**src/rtl/dwc_pkg.sv**
```systemverilog
// Shared definitions for the direct-mapped write-back cache.
// Assumes: per-requester status is a two-bit code.
package dwc_pkg;

    // Status code returned to each requester every cycle.
    typedef enum logic [1:0] {
        RSP_IDLE  = 2'b00,
        RSP_WAIT  = 2'b01,
        RSP_BLOCK = 2'b10,
        RSP_OK    = 2'b11
    } rsp_e;

endpackage

```
**src/rtl/dwc_owner_arb.sv**
```systemverilog
// Owner arbiter: keeps the current owner until it completes. When free,
// it picks the lowest-indexed presenting requester.
// Assumes: an owner holds its request until it receives OK.
module dwc_owner_arb #(
    parameter int NREQ = 3,
    parameter int ID_W = 2
) (
    input  logic            clk,
    input  logic            rst_n,
    input  logic [NREQ-1:0] req_valid,
    input  logic            release_i,
    output logic            own_valid,
    output logic [ID_W-1:0] own_id
);

    logic            held_q;
    logic [ID_W-1:0] held_id_q;
    logic [ID_W-1:0] pick_id;

    // Lowest-index presenting requester wins a free cache.
    always_comb begin
        pick_id = '0;
        for (int i = NREQ - 1; i >= 0; i--) begin
            if (req_valid[i]) pick_id = ID_W'(i);
        end
    end

    assign own_valid = held_q | (|req_valid);
    assign own_id    = held_q ? held_id_q : pick_id;

    // Hold ownership until the completing edge.
    always_ff @(posedge clk) begin
        if (!rst_n) begin
            held_q    <= 1'b0;
            held_id_q <= '0;
        end else if (release_i) begin
            held_q    <= 1'b0;
        end else begin
            held_q    <= own_valid;
            held_id_q <= own_id;
        end
    end

endmodule

```
**src/rtl/dwc_line_store.sv**
```systemverilog
// Line store: per-line valid, dirty, tag and data, with one combinational
// read port and one write port.
// Assumes: data and tags need no reset; valid and dirty are cleared.
module dwc_line_store #(
    parameter int IDX_W  = 5,
    parameter int TAG_W  = 13,
    parameter int LINE_W = 128
) (
    input  logic              clk,
    input  logic              rst_n,
    input  logic [IDX_W-1:0]  rd_idx,
    output logic              rd_valid,
    output logic              rd_dirty,
    output logic [TAG_W-1:0]  rd_tag,
    output logic [LINE_W-1:0] rd_line,
    input  logic              wr_en,
    input  logic [IDX_W-1:0]  wr_idx,
    input  logic [TAG_W-1:0]  wr_tag,
    input  logic              wr_dirty,
    input  logic [LINE_W-1:0] wr_line
);

    localparam int LINES = 1 << IDX_W;

    logic [LINES-1:0]  valid_q;
    logic [LINES-1:0]  dirty_q;
    logic [TAG_W-1:0]  tag_q  [LINES];
    logic [LINE_W-1:0] data_q [LINES];

    assign rd_valid = valid_q[rd_idx];
    assign rd_dirty = dirty_q[rd_idx];
    assign rd_tag   = tag_q[rd_idx];
    assign rd_line  = data_q[rd_idx];

    // Line state flags: cleared by reset, set by each write.
    always_ff @(posedge clk) begin
        if (!rst_n) begin
            valid_q <= '0;
            dirty_q <= '0;
        end else if (wr_en) begin
            valid_q[wr_idx] <= 1'b1;
            dirty_q[wr_idx] <= wr_dirty;
        end
    end

    // Tag and data arrays.
    always_ff @(posedge clk) begin
        if (wr_en) begin
            tag_q[wr_idx]  <= wr_tag;
            data_q[wr_idx] <= wr_line;
        end
    end

endmodule

```
**src/rtl/dwc_ctrl.sv**
```systemverilog
// Access controller: decides hit or miss for the owner's request.
// It sequences write-back and fill on the lower memory, runs the latency
// counter, and forms the line-store update and read return.
// Assumes: the lower memory holds its answer until mem_req and signals
// completion with a one-cycle mem_ok.
module dwc_ctrl #(
    parameter int ADDR_W  = 20,
    parameter int DATA_W  = 32,
    parameter int OFS_W   = 2,
    parameter int IDX_W   = 5,
    parameter int TAG_W   = 13,
    parameter int LINE_W  = 128,
    parameter int HIT_LAT = 1,
    parameter int CNT_W   = 1
) (
    input  logic                   clk,
    input  logic                   rst_n,
    input  logic                   own_valid,
    input  logic                   own_write,
    input  logic [ADDR_W-1:0]      own_addr,
    input  logic [DATA_W-1:0]      own_wdata,
    input  logic                   meta_valid,
    input  logic                   meta_dirty,
    input  logic [TAG_W-1:0]       meta_tag,
    input  logic [LINE_W-1:0]      meta_line,
    input  logic                   mem_ok,
    input  logic [LINE_W-1:0]      mem_rline,
    output logic [IDX_W-1:0]       own_idx,
    output logic                   mem_req,
    output logic                   mem_we,
    output logic [TAG_W+IDX_W-1:0] mem_addr,
    output logic [LINE_W-1:0]      mem_wline,
    output logic                   wr_en,
    output logic [TAG_W-1:0]       wr_tag,
    output logic                   wr_dirty,
    output logic [LINE_W-1:0]      wr_line,
    output logic                   acc_ready,
    output logic                   acc_done,
    output logic [LINE_W-1:0]      rd_line
);

    localparam int WORDS = 1 << OFS_W;
    localparam logic [CNT_W-1:0] LAT_INIT = CNT_W'(HIT_LAT);

    logic [OFS_W-1:0]  own_off;
    logic [TAG_W-1:0]  own_tag;
    logic              hit;
    logic              wb_phase;
    logic              fill_phase;
    logic              fill_done;
    logic [LINE_W-1:0] base_line;
    logic [LINE_W-1:0] merged_line;
    logic [CNT_W-1:0]  cnt_q;

    // Address fields: offset, index, tag from low to high.
    assign own_off = own_addr[OFS_W-1:0];
    assign own_idx = own_addr[OFS_W +: IDX_W];
    assign own_tag = own_addr[ADDR_W-1 -: TAG_W];

    // Miss classification against the indexed line.
    assign hit        = meta_valid && (meta_tag == own_tag);
    assign wb_phase   = own_valid && !hit && meta_valid && meta_dirty;
    assign fill_phase = own_valid && !hit && !(meta_valid && meta_dirty);
    assign fill_done  = fill_phase && mem_ok;

    // Lower-memory request: write-back of the victim first, then the fill.
    assign mem_req   = wb_phase || fill_phase;
    assign mem_we    = wb_phase;
    assign mem_addr  = wb_phase ? {meta_tag, own_idx} : {own_tag, own_idx};
    assign mem_wline = meta_line;

    // Access may progress on a hit or on the cycle a fill returns.
    assign acc_ready = own_valid && (hit || fill_done);
    assign acc_done  = acc_ready && (cnt_q == '0);

    assign base_line = fill_done ? mem_rline : meta_line;

    // Word merge for a completing write.
    for (genvar w = 0; w < WORDS; w++) begin : g_word
        assign merged_line[w*DATA_W +: DATA_W] =
            (own_off == OFS_W'(w)) ? own_wdata : base_line[w*DATA_W +: DATA_W];
    end

    // Line-store update: victim cleaned, line installed, or word written.
    always_comb begin
        wr_en    = (wb_phase && mem_ok) || fill_done || (acc_done && own_write);
        wr_tag   = wb_phase ? meta_tag : own_tag;
        wr_dirty = acc_done && own_write;
        if (acc_done && own_write) begin
            wr_line = merged_line;
        end else if (fill_done) begin
            wr_line = mem_rline;
        end else begin
            wr_line = meta_line;
        end
    end

    // Read return only in a read's completing cycle.
    assign rd_line = (acc_done && !own_write) ? base_line : '0;

    // Latency counter: frozen while blocked, reloaded on completion.
    always_ff @(posedge clk) begin
        if (!rst_n) begin
            cnt_q <= LAT_INIT;
        end else if (acc_done) begin
            cnt_q <= LAT_INIT;
        end else if (acc_ready && (cnt_q != '0)) begin
            cnt_q <= cnt_q - 1'b1;
        end
    end

endmodule

```
**src/rtl/dm_wb_cache.sv**
```systemverilog
// Direct-mapped write-back cache top: connects the owner arbiter, the
// line store and the access controller, and fans out per-requester status.
// Assumes: requesters hold address, write flag and data until OK.
module dm_wb_cache #(
    parameter int NREQ    = 3,
    parameter int DATA_W  = 32,
    parameter int OFS_W   = 2,
    parameter int IDX_W   = 5,
    parameter int TAG_W   = 13,
    parameter int HIT_LAT = 1,
    localparam int ADDR_W  = OFS_W + IDX_W + TAG_W,
    localparam int LINE_W  = (1 << OFS_W) * DATA_W,
    localparam int LADDR_W = TAG_W + IDX_W
) (
    input  logic                   clk,
    input  logic                   rst_n,
    input  logic [NREQ-1:0]        req_valid,
    input  logic [NREQ-1:0]        req_write,
    input  logic [NREQ*ADDR_W-1:0] req_addr,
    input  logic [NREQ*DATA_W-1:0] req_wdata,
    output logic [2*NREQ-1:0]      resp,
    output logic [LINE_W-1:0]      rd_line,
    output logic                   mem_req,
    output logic                   mem_we,
    output logic [LADDR_W-1:0]     mem_addr,
    output logic [LINE_W-1:0]      mem_wline,
    input  logic                   mem_ok,
    input  logic [LINE_W-1:0]      mem_rline
);

    import dwc_pkg::*;

    localparam int ID_W  = (NREQ > 1) ? $clog2(NREQ) : 1;
    localparam int CNT_W = (HIT_LAT > 0) ? $clog2(HIT_LAT + 1) : 1;

    logic              own_valid;
    logic [ID_W-1:0]   own_id;
    logic              own_write;
    logic [ADDR_W-1:0] own_addr;
    logic [DATA_W-1:0] own_wdata;
    logic [IDX_W-1:0]  own_idx;
    logic              meta_valid;
    logic              meta_dirty;
    logic [TAG_W-1:0]  meta_tag;
    logic [LINE_W-1:0] meta_line;
    logic              wr_en;
    logic [TAG_W-1:0]  wr_tag;
    logic              wr_dirty;
    logic [LINE_W-1:0] wr_line;
    logic              acc_ready;
    logic              acc_done;

    dwc_owner_arb #(
        .NREQ (NREQ),
        .ID_W (ID_W)
    ) u_arb (
        .clk       (clk),
        .rst_n     (rst_n),
        .req_valid (req_valid),
        .release_i (acc_done),
        .own_valid (own_valid),
        .own_id    (own_id)
    );

    // Select the owner's request fields.
    always_comb begin
        own_write = 1'b0;
        own_addr  = '0;
        own_wdata = '0;
        for (int i = 0; i < NREQ; i++) begin
            if (own_id == ID_W'(i)) begin
                own_write = req_write[i];
                own_addr  = req_addr[i*ADDR_W +: ADDR_W];
                own_wdata = req_wdata[i*DATA_W +: DATA_W];
            end
        end
    end

    dwc_line_store #(
        .IDX_W  (IDX_W),
        .TAG_W  (TAG_W),
        .LINE_W (LINE_W)
    ) u_store (
        .clk      (clk),
        .rst_n    (rst_n),
        .rd_idx   (own_idx),
        .rd_valid (meta_valid),
        .rd_dirty (meta_dirty),
        .rd_tag   (meta_tag),
        .rd_line  (meta_line),
        .wr_en    (wr_en),
        .wr_idx   (own_idx),
        .wr_tag   (wr_tag),
        .wr_dirty (wr_dirty),
        .wr_line  (wr_line)
    );

    dwc_ctrl #(
        .ADDR_W  (ADDR_W),
        .DATA_W  (DATA_W),
        .OFS_W   (OFS_W),
        .IDX_W   (IDX_W),
        .TAG_W   (TAG_W),
        .LINE_W  (LINE_W),
        .HIT_LAT (HIT_LAT),
        .CNT_W   (CNT_W)
    ) u_ctrl (
        .clk        (clk),
        .rst_n      (rst_n),
        .own_valid  (own_valid),
        .own_write  (own_write),
        .own_addr   (own_addr),
        .own_wdata  (own_wdata),
        .meta_valid (meta_valid),
        .meta_dirty (meta_dirty),
        .meta_tag   (meta_tag),
        .meta_line  (meta_line),
        .mem_ok     (mem_ok),
        .mem_rline  (mem_rline),
        .own_idx    (own_idx),
        .mem_req    (mem_req),
        .mem_we     (mem_we),
        .mem_addr   (mem_addr),
        .mem_wline  (mem_wline),
        .wr_en      (wr_en),
        .wr_tag     (wr_tag),
        .wr_dirty   (wr_dirty),
        .wr_line    (wr_line),
        .acc_ready  (acc_ready),
        .acc_done   (acc_done),
        .rd_line    (rd_line)
    );

    // Per-requester status code.
    for (genvar g = 0; g < NREQ; g++) begin : g_rsp
        rsp_e code;
        always_comb begin
            if (!req_valid[g]) begin
                code = RSP_IDLE;
            end else if (!(own_valid && (own_id == ID_W'(g)))) begin
                code = RSP_WAIT;
            end else if (acc_done) begin
                code = RSP_OK;
            end else if (!acc_ready) begin
                code = RSP_BLOCK;
            end else begin
                code = RSP_WAIT;
            end
        end
        assign resp[2*g +: 2] = code;
    end

endmodule

```
**config.mk**
```make
export PLATFORM = sky130hd
export DESIGN_NAME = dm_wb_cache
export DESIGN_NICKNAME = d
export VERILOG_FILES = /design/src/rtl/dwc_pkg.sv /design/src/rtl/dwc_owner_arb.sv /design/src/rtl/dwc_line_store.sv /design/src/rtl/dwc_ctrl.sv /design/src/rtl/dm_wb_cache.sv
export SDC_FILE = /design/constraint.sdc
export NUM_CORES = 2
export LEC_CHECK = 0
export ABC_AREA = 0
export BUFFER_PORTS_ARGS = -buffer_cell sky130_fd_sc_hd__buf_2
export CAP_MARGIN = 20
export CORE_ASPECT_RATIO = 0.8
export CORE_MARGIN = 3
export CORE_UTILIZATION = 40
export DETAILED_ROUTE_END_ITERATION = 16
export GPL_ROUTABILITY_DRIVEN = 0
export PLACE_DENSITY_LB_ADDON = 0.12
export SYNTH_ARGS = -nofsm -noshare
export SYNTH_HDL_FRONTEND = slang
export SYNTH_MEMORY_MAX_BITS = 65536
export SYNTH_SLANG_ARGS = --single-unit
```
**constraint.sdc**
```tcl
create_clock -name clk -period 20.2 [get_ports clk]
set_input_delay 2.02 -clock clk [delete_from_list [all_inputs] [get_ports clk]]
set_output_delay 2.02 -clock clk [all_outputs]
set_load 0.01 [all_outputs]
```
* Word level (Yosys, flattened, before mapping)
Memories as Yosys holds them, arrays and structs flattened.
Cells that the tools add are included.
** Cells by class
- $lt $le $gt $ge :: 2
- Multiplexer cells :: 39
- $add $sub $neg :: 1
- Reduce and logical (&&, ||, !) cells :: 28
- Bitwise gates (word level) :: 4
- Equality and inequality tests :: 6
** Operators with widths (number)
- 128-bit 2-to-1 mux :: 3
- 32-bit 2-to-1 mux :: 7
- 20-bit 2-to-1 mux :: 3
- 32-bit bitwise mux :: 1
- 32-bit bitwise OR :: 1
- 2-bit 2-to-1 mux :: 12
- 18-bit 2-to-1 mux :: 1
- 1-bit logical AND :: 17
- 13-bit equality test :: 1
- 13-bit 2-to-1 mux :: 1
- 1-bit binary-select mux with 5-bit select :: 2
- 1-bit 2-to-1 mux :: 8
- 2-bit equality test (second input constant) :: 3
- 5-bit by 6-bit less-than comparator with 1-bit output (second input constant) :: 1
- 1-bit demux with 5-bit select :: 1
- 5-bit by 1-bit >= comparator with 1-bit output (second input constant) :: 1
- 2-bit by 1-bit equality test with 1-bit output (second input constant) :: 2
- 2-bit zero test :: 2
- 1-bit logical OR :: 4
- 1-bit zero test :: 3
- 3-bit OR reduction :: 1
- 1-bit inverter :: 2
- 2-bit OR reduction :: 1
- 1-bit bitwise OR :: 1
- 1-bit subtractor (second input constant) :: 1
** Word-level totals
- Flip-flop bits (word level) :: 68
- Bits of input ports :: 293
- Output and inout bits :: 282
- Memories kept :: 2
- RAM bits :: 4512
** Memories
- u_store.data_q :: words 32, bits a word 128, rd ports 1, clocked after memory_dff 0, write ports 1, line dwc_line_store.sv:28 : logic [LINE_W-1:0] data_q [LINES];
- u_store.tag_q :: words 32, bits a word 13, rd ports 1, clocked after memory_dff 0, write ports 1, line dwc_line_store.sv:27 : logic [TAG_W-1:0] tag_q [LINES];

* Longest topological paths before layout
- Word-level depth :: 22
- Gate-level depth with buffers :: 22
- Gate-level depth less buffers :: 14

* By module
From an unflattened synthesis, not the netlist that was laid out.
** Second synthesis, totals
- Cells, all modules :: 8361
- Area, all modules :: 177677.9 um2
** Modules (own cells, without submodules)
- dwc_line_store :: instances 1, area an instance 170787.5 um2, cells each 7239
- dwc_ctrl :: instances 1, area an instance 5492.8 um2, cells each 971
- dm_wb_cache :: instances 1, area an instance 1242.4 um2, cells each 135
- dwc_owner_arb :: instances 1, area an instance 155.1 um2, cells each 16

* Least setup slack after synthesis
Ideal clock, no wire load.
- Kind :: input-to-reg
- From :: input port req_valid[1]
- To :: memory u_store.data_q[11][0] (enable)
- Data arrival time :: 11.251 ns
- Stages on the path :: 16
- Path slack :: 8.305 ns
- Library setup time :: 0.644 ns
- Data required time :: 19.556 ns
- Cells stage by stage :: or4b_4 -> o21ai_4 -> buf_6 -> and2_4 -> buf_6 -> buf_2 -> o21ai_1 -> a32oi_1 -> o22ai_1 -> or4_1 -> xor2_1 -> nor4_4 -> nand4b_4 -> mux2_2 -> nand3_1 -> nor2_1
** On the way
- Longest elaborated chain between the ends :: 21
** Ends and longest elaborated chain
- start: declaration :: line dm_wb_cache.sv:17 : input logic [NREQ-1:0] req_valid,
- 2-bit 2-to-1 mux (2 in series) :: line dwc_owner_arb.sv:24 : if (req_valid[i]) pick_id = ID_W'(i);
- 2-bit 2-to-1 mux :: line dwc_owner_arb.sv:29 : assign own_id = held_q ? held_id_q : pick_id;
- 2-bit zero test :: line dm_wb_cache.sv:71 : if (own_id == ID_W'(i)) begin
- 20-bit 2-to-1 mux (3 in series) :: line dm_wb_cache.sv:71
- memory read 32 x 13 bit or 1-bit binary-select mux with 5-bit select (tied branches)
- 13-bit equality test or 1-bit 2-to-1 mux (tied branches) :: line dwc_ctrl.sv:61, dwc_line_store.sv:30
- 1-bit logical AND :: line dwc_ctrl.sv:61 : assign hit = meta_valid && (meta_tag == own_tag);
- 1-bit zero test :: line dwc_ctrl.sv:62, dwc_ctrl.sv:63
- [2 not listed]
- 1-bit logical AND :: line dwc_ctrl.sv:64 : assign fill_done = fill_phase && mem_ok;
- 1-bit logical OR :: line dwc_ctrl.sv:73 : assign acc_ready = own_valid && (hit || fill_done);
- 1-bit logical AND :: line dwc_ctrl.sv:73
- 1-bit logical AND :: line dwc_ctrl.sv:74 : assign acc_done = acc_ready && (cnt_q == '0);
- 1-bit logical AND :: line dwc_ctrl.sv:86 : wr_en = (wb_phase && mem_ok) || fill_done || (acc_done && own_write);
- 1-bit logical OR :: line dwc_ctrl.sv:86
- 1-bit 2-to-1 mux :: line dwc_line_store.sv:48 : if (wr_en) begin
- 1-bit 2-to-1 mux (not written as such) :: line dwc_line_store.sv:50 : data_q[wr_idx] <= wr_line;
- end: declaration :: line dwc_line_store.sv:28
Parallel ways exist; a longest one is shown, timed or not. The select of a mux whose other input is x is not followed.

* Final worst setup path
- From :: input port req_valid[1]
- To :: output port rd_line[105]
** On the way
- Longest elaborated chain between the ends :: 19
** Ends and longest elaborated chain
- 2-bit 2-to-1 mux (2 in series) :: line dwc_owner_arb.sv:24
- 2-bit 2-to-1 mux :: line dwc_owner_arb.sv:29
- 2-bit zero test :: line dm_wb_cache.sv:71
- 20-bit 2-to-1 mux (3 in series) :: line dm_wb_cache.sv:71
- memory read 32 x 13 bit or 1-bit binary-select mux with 5-bit select (tied branches)
- 13-bit equality test or 1-bit 2-to-1 mux (tied branches) :: line dwc_ctrl.sv:61, dwc_line_store.sv:30
- 1-bit logical AND :: line dwc_ctrl.sv:61
- 1-bit zero test :: line dwc_ctrl.sv:63 : assign fill_phase = own_valid && !hit && !(meta_valid && meta_dirty);
- 1-bit logical AND (2 in series) :: line dwc_ctrl.sv:63
- 1-bit logical AND :: line dwc_ctrl.sv:64
- 1-bit logical OR :: line dwc_ctrl.sv:73
- 1-bit logical AND :: line dwc_ctrl.sv:73
- 1-bit logical AND :: line dwc_ctrl.sv:74
- 1-bit logical AND :: line dwc_ctrl.sv:99 : assign rd_line = (acc_done && !own_write) ? base_line : '0;
- 128-bit 2-to-1 mux (*) :: line dwc_ctrl.sv:99
- end: declaration :: line dm_wb_cache.sv:22 : output logic [LINE_W-1:0] rd_line,
Every way passes the cells marked *; elsewhere a longest branch is shown, timed or not. The select of a mux whose other input is x is not followed.

==> results <==
- The flow ran to the end, and the final reports show no timing, DRC or antenna violations.
- Entering global routing, the biggest net connects 219 pins.
- Setup repair after global routing left no endpoint under its margin.
- The number of global-route vias before repair is 100,577.
- The number of enable-type register cells in the synthesized netlist is 4,512.
- The number of DRC markers in iteration 0 is 13,004.
- The worst setup path is launched from an input pin.
- The arrival time at the worst endpoint is 10,030 ps.
- The total global-route track usage is 0.264.
- The power after layout is 22.8 mW.
- In this run, post-CTS hold repair placed 0 buffers.
- The cell area after synthesis is 180,000 um^2.
- Wires add up to 620 mm.
- For the pin with the worst max-slew slack, the measured transition is 1270 ps.
- The later-pin clock latency in the skew report is 1020 ps.
- The multi-input gate area in the final layout is 41,300 um^2.
- The initial antenna violation count is 40.
- STA puts the critical path data required time at 18,180 ps.
- After detailed routing, the number of remaining DRC violations is 0.
- The number of detailed-route iterations in the first pass is 6.
- The count of buffers added by post-CTS timing repair for setup is 0.
- The combinational cell fraction of total power is 0.144.
- Static timing analysis puts the maximum clock frequency at 83.0 MHz.
- The sequential share of the synthesized area is 0.758.
- The residual overflow from global routing is 0.
- The count of maximum capacitance violations is 0.
- The summed negative setup slack over all endpoints is 0 ps.
- The share of synthesized area in the top cell type comes to 0.751.
- The H-tree was split into 5 levels.
- The die is 757 um wide.
- The final worst-path cycle share is 0.596.
- In the synthesized netlist the async set-or-reset flop fraction comes to 0.
- The starting density of the core is 0.404.
- The area occupied by registers is 137,000 um^2.
- After synthesis, the cell types taking the most area are sky130_fd_sc_hd__edfxtp_1 75%, sky130_fd_sc_hd__mux4_2 10%, sky130_fd_sc_hd__nand2_1 2.2%.
- Counting flops and latches in the post-synthesis netlist gives 4,580.
- The maximum resistive drop on vdd is 0.0803 mV.
- Internal power comes to 16.7 mW.
- The kind of end point of the critical path is an output port.
- The most used flip-flop cell after synthesis is sky130_fd_sc_hd__edfxtp_1.
- Summed over all nets, the half-perimeter wirelength after detailed placement is 338 mm.
- The critical path in this run is classified as input pin to output port.
- Of the total power, the share spent switching nets is 0.264.
- The min-delay analysis places its worst path in the category register to register.
- Of the total power, registers draw 0.493.
- The share of total power in the clock network is 0.363.
- The final max-slew violation count was 0.
- The area of the placeable core is 447,000 um^2.
- The final layout contains 10,732 nets.
- The number of gates resized after cts is 0.
- The die is 607 um tall.
- The TritonCTS clock tree is done.
- The time the final worst path needs with I/O delays and setup is 12,050 ps.
- Clock skew on the completed layout was measured at 77.4 ps.
- Setup violations remaining at the end of the flow were counted as 0.
- The dominant cell type by area after synthesis is sky130_fd_sc_hd__edfxtp_1.
- After filler insertion, the fill cell instance count of the layout stands at 38,003.
- The maximum buffer depth of the clock tree is 4.
- In this run the power density over the cells is 111 nW/um^2.
- The worst slew margin relative to its limit is 0.148.
- The hold violation total from the final report came to 0.
- The highest net fanout along the worst path is 116.
- The number of port buffers is 574.
- The routed layout has 103,307 vias.
- The mean number of vias per cell is 6.13.
- The fraction of layout cells with a size suffix above 1 is 0.248.
- The number of warnings issued by yosys is 0.
- The die covers 459,000 um^2.
- The post-detailed-route count of antenna-violating nets is 0.
- The reported net switching power is 6.01 mW.
- The number of standard-cell rows in the floorplan is 219.
- The number of nets in the synthesized netlist is 10,045.
- In this run the mean area of a mapped cell was 18.5 um^2.
- The first global-routing pass estimated 844 mm of wire.
- The clock buffer count from CTS is 462.
- After clock tree synthesis, the clock-pin slew on the worst setup and hold paths is 60 ps.
- The CTS root buffer is sky130_fd_sc_hd__clkbuf_16.
- Counting every sink on the clock net gives 4,580.
- Relative to the synthesized area, the layout overhead comes to 14.1%.
- The number of distinct library cell variants in the gate-level netlist after synthesis is 73.
- The number of top-level design ports is 575.
- For this design the static power due to leakage is 66.0 nW.
- Synthesis produced a netlist whose cell count is 9,752.
- The mean routed wirelength per cell is 36.8 um.
through the flow:
| stage | cell area (um^2) | hold slack, ps | util | worst slack (ps) | cells |
|---|---|---|---|---|---|
| 6_report | 206000 | 452 | 0.460 | 8150 | 16863 |
| 5_1_grt | 206000 | 476 | 0.460 | 7810 | 16810 |
| 4_1_cts | 206000 | 455 | 0.460 | 8270 | 16785 |
| 3_5_place_dp | 191000 | 440 | 0.428 | 8270 | 15939 |
| 3_3_place_gp | 191000 | 432 | 0.428 | 8390 | 15924 |
| 2_1_floorplan | 180000 | 417 | - | 8300 | 9752 |
cell type report:
| class | count | share of cell area |
|---|---|---|
| Tap cell | 5967 | 0.0363 |
| Antenna cell | 75 | 0.000912 |
| Clock buffer | 582 | 0.0590 |
| Sequential cell | 4580 | 0.665 |
| Inverter | 11 | 0.000310 |
| Multi-Input combinational cell | 4467 | 0.200 |
| Timing Repair Buffer | 917 | 0.0281 |
| Clock inverter | 264 | 0.0102 |
kinds of logic (layout without fill, tap and decap cells):
family | Yosys count | after routing | synth area share
simple gates | 1960 | 1960 | 0.0503
compound gates | 1392 | 1392 | 0.0536
buf+inv | 705 | 1774 | 0.0170
xor+xnor | 13 | 13 | 0.000631
flops | 4580 | 4580 | 0.758
mux | 1102 | 1102 | 0.120
other cells | 0 | 75 | 0
cells in the final DEF (no fill, tap or decap), types with 67 or more instances in the layout:
| cell type | count |
|---|---|
| sky130_fd_sc_hd__edfxtp_1 | 4512 |
| sky130_fd_sc_hd__clkinv_2 | 80 |
| sky130_fd_sc_hd__o21ai_0 | 313 |
| sky130_fd_sc_hd__o22ai_1 | 67 |
| sky130_fd_sc_hd__nand3_1 | 377 |
| sky130_fd_sc_hd__and3_1 | 246 |
| sky130_fd_sc_hd__a22oi_1 | 400 |
| sky130_fd_sc_hd__mux2_4 | 96 |
| sky130_fd_sc_hd__nand2_1 | 1071 |
| sky130_fd_sc_hd__diode_2 | 75 |
| sky130_fd_sc_hd__and2_1 | 110 |
| sky130_fd_sc_hd__a31oi_1 | 118 |
| sky130_fd_sc_hd__clkbuf_1 | 113 |
| sky130_fd_sc_hd__a311oi_1 | 205 |
| sky130_fd_sc_hd__a32oi_1 | 112 |
| sky130_fd_sc_hd__clkbuf_16 | 468 |
| sky130_fd_sc_hd__buf_2 | 576 |
| sky130_fd_sc_hd__clkinv_1 | 132 |
| sky130_fd_sc_hd__dfxtp_1 | 68 |
| sky130_fd_sc_hd__buf_4 | 313 |
| sky130_fd_sc_hd__mux4_2 | 800 |
| sky130_fd_sc_hd__mux2_2 | 118 |
state kept, by name (all words and copies together) (netlist names):
signal           flops
u_arb.held_id_q      2
u_ctrl.cnt_q         1
u_store.data_q    4096
u_store.tag_q      416
u_store.dirty_q     32
u_arb.held_q         1
u_store.valid_q     32
power by group through the flow:
stage	clock (mW)	combinational, mW	sequential, mW
2_1_floorplan	0	1.79	11.4
3_3_place_gp	0	3.21	11.4
3_5_place_dp	0	3.28	11.4
4_1_cts	8.39	3.28	11.2
5_1_grt	8.77	3.46	11.2
6_report	8.26	3.27	11.2
synth_stat cells, drive strengths merged, types with 3 or more instances:
library cell / instances
o21ai: 384
nand2b: 5
inv: 11
o22ai: 67
and4: 3
and3: 247
a32oi: 112
nor4: 7
o221a: 8
clkbuf: 463
o21a: 8
dfxtp: 68
a21oi: 44
or4: 13
a211oi: 11
xnor2: 4
o2111ai: 6
nand4b: 3
xor2: 9
and2: 116
mux2i: 88
a21o: 8
mux2: 214
nand3: 377
a32o: 8
edfxtp: 4512
a22oi: 400
mux4: 800
buf: 231
nor2b: 4
a311oi: 205
nand2: 1075
nor2: 71
or2: 3
a31oi: 118
o41a: 5
nand4: 24
critical path, stage by stage:
cell	delay [ps]
sky130_fd_sc_hd__buf_2	140
sky130_fd_sc_hd__or4b_4	590
sky130_fd_sc_hd__o21ai_4	80
sky130_fd_sc_hd__buf_4	580
sky130_fd_sc_hd__and2_4	560
sky130_fd_sc_hd__nor2_4	280
sky130_fd_sc_hd__inv_8	770
sky130_fd_sc_hd__buf_4	870
sky130_fd_sc_hd__buf_4	890
sky130_fd_sc_hd__buf_4	910
sky130_fd_sc_hd__mux4_2	420
sky130_fd_sc_hd__a22oi_1	210
sky130_fd_sc_hd__and3_1	190
sky130_fd_sc_hd__o21ai_0	350
sky130_fd_sc_hd__mux2_4	460
sky130_fd_sc_hd__and2_1	160
sky130_fd_sc_hd__buf_2	140
final timing paths:
kind	to	depth (start not counted)	startpoint	slack, ps
max	rd_line[105]	17	req_valid[1]	8150
min	u_store.valid_q[22]	2	u_store.valid_q[22]	450
max reg2reg	u_store.data_q[13][60]	18	u_arb.held_q	10050
min reg2reg	u_store.valid_q[22]	2	u_store.valid_q[22]	450
per-layer routing:
metal  vias up  wire [um]  GRT usage
met3       932      48500     0.0399
met2      5295     287000      0.407
met4         6      26000      0.111
li1      41334          -          -
met5         -         48          0
met1     55740     258000      0.377
Power figures use the tool's default switching activity.
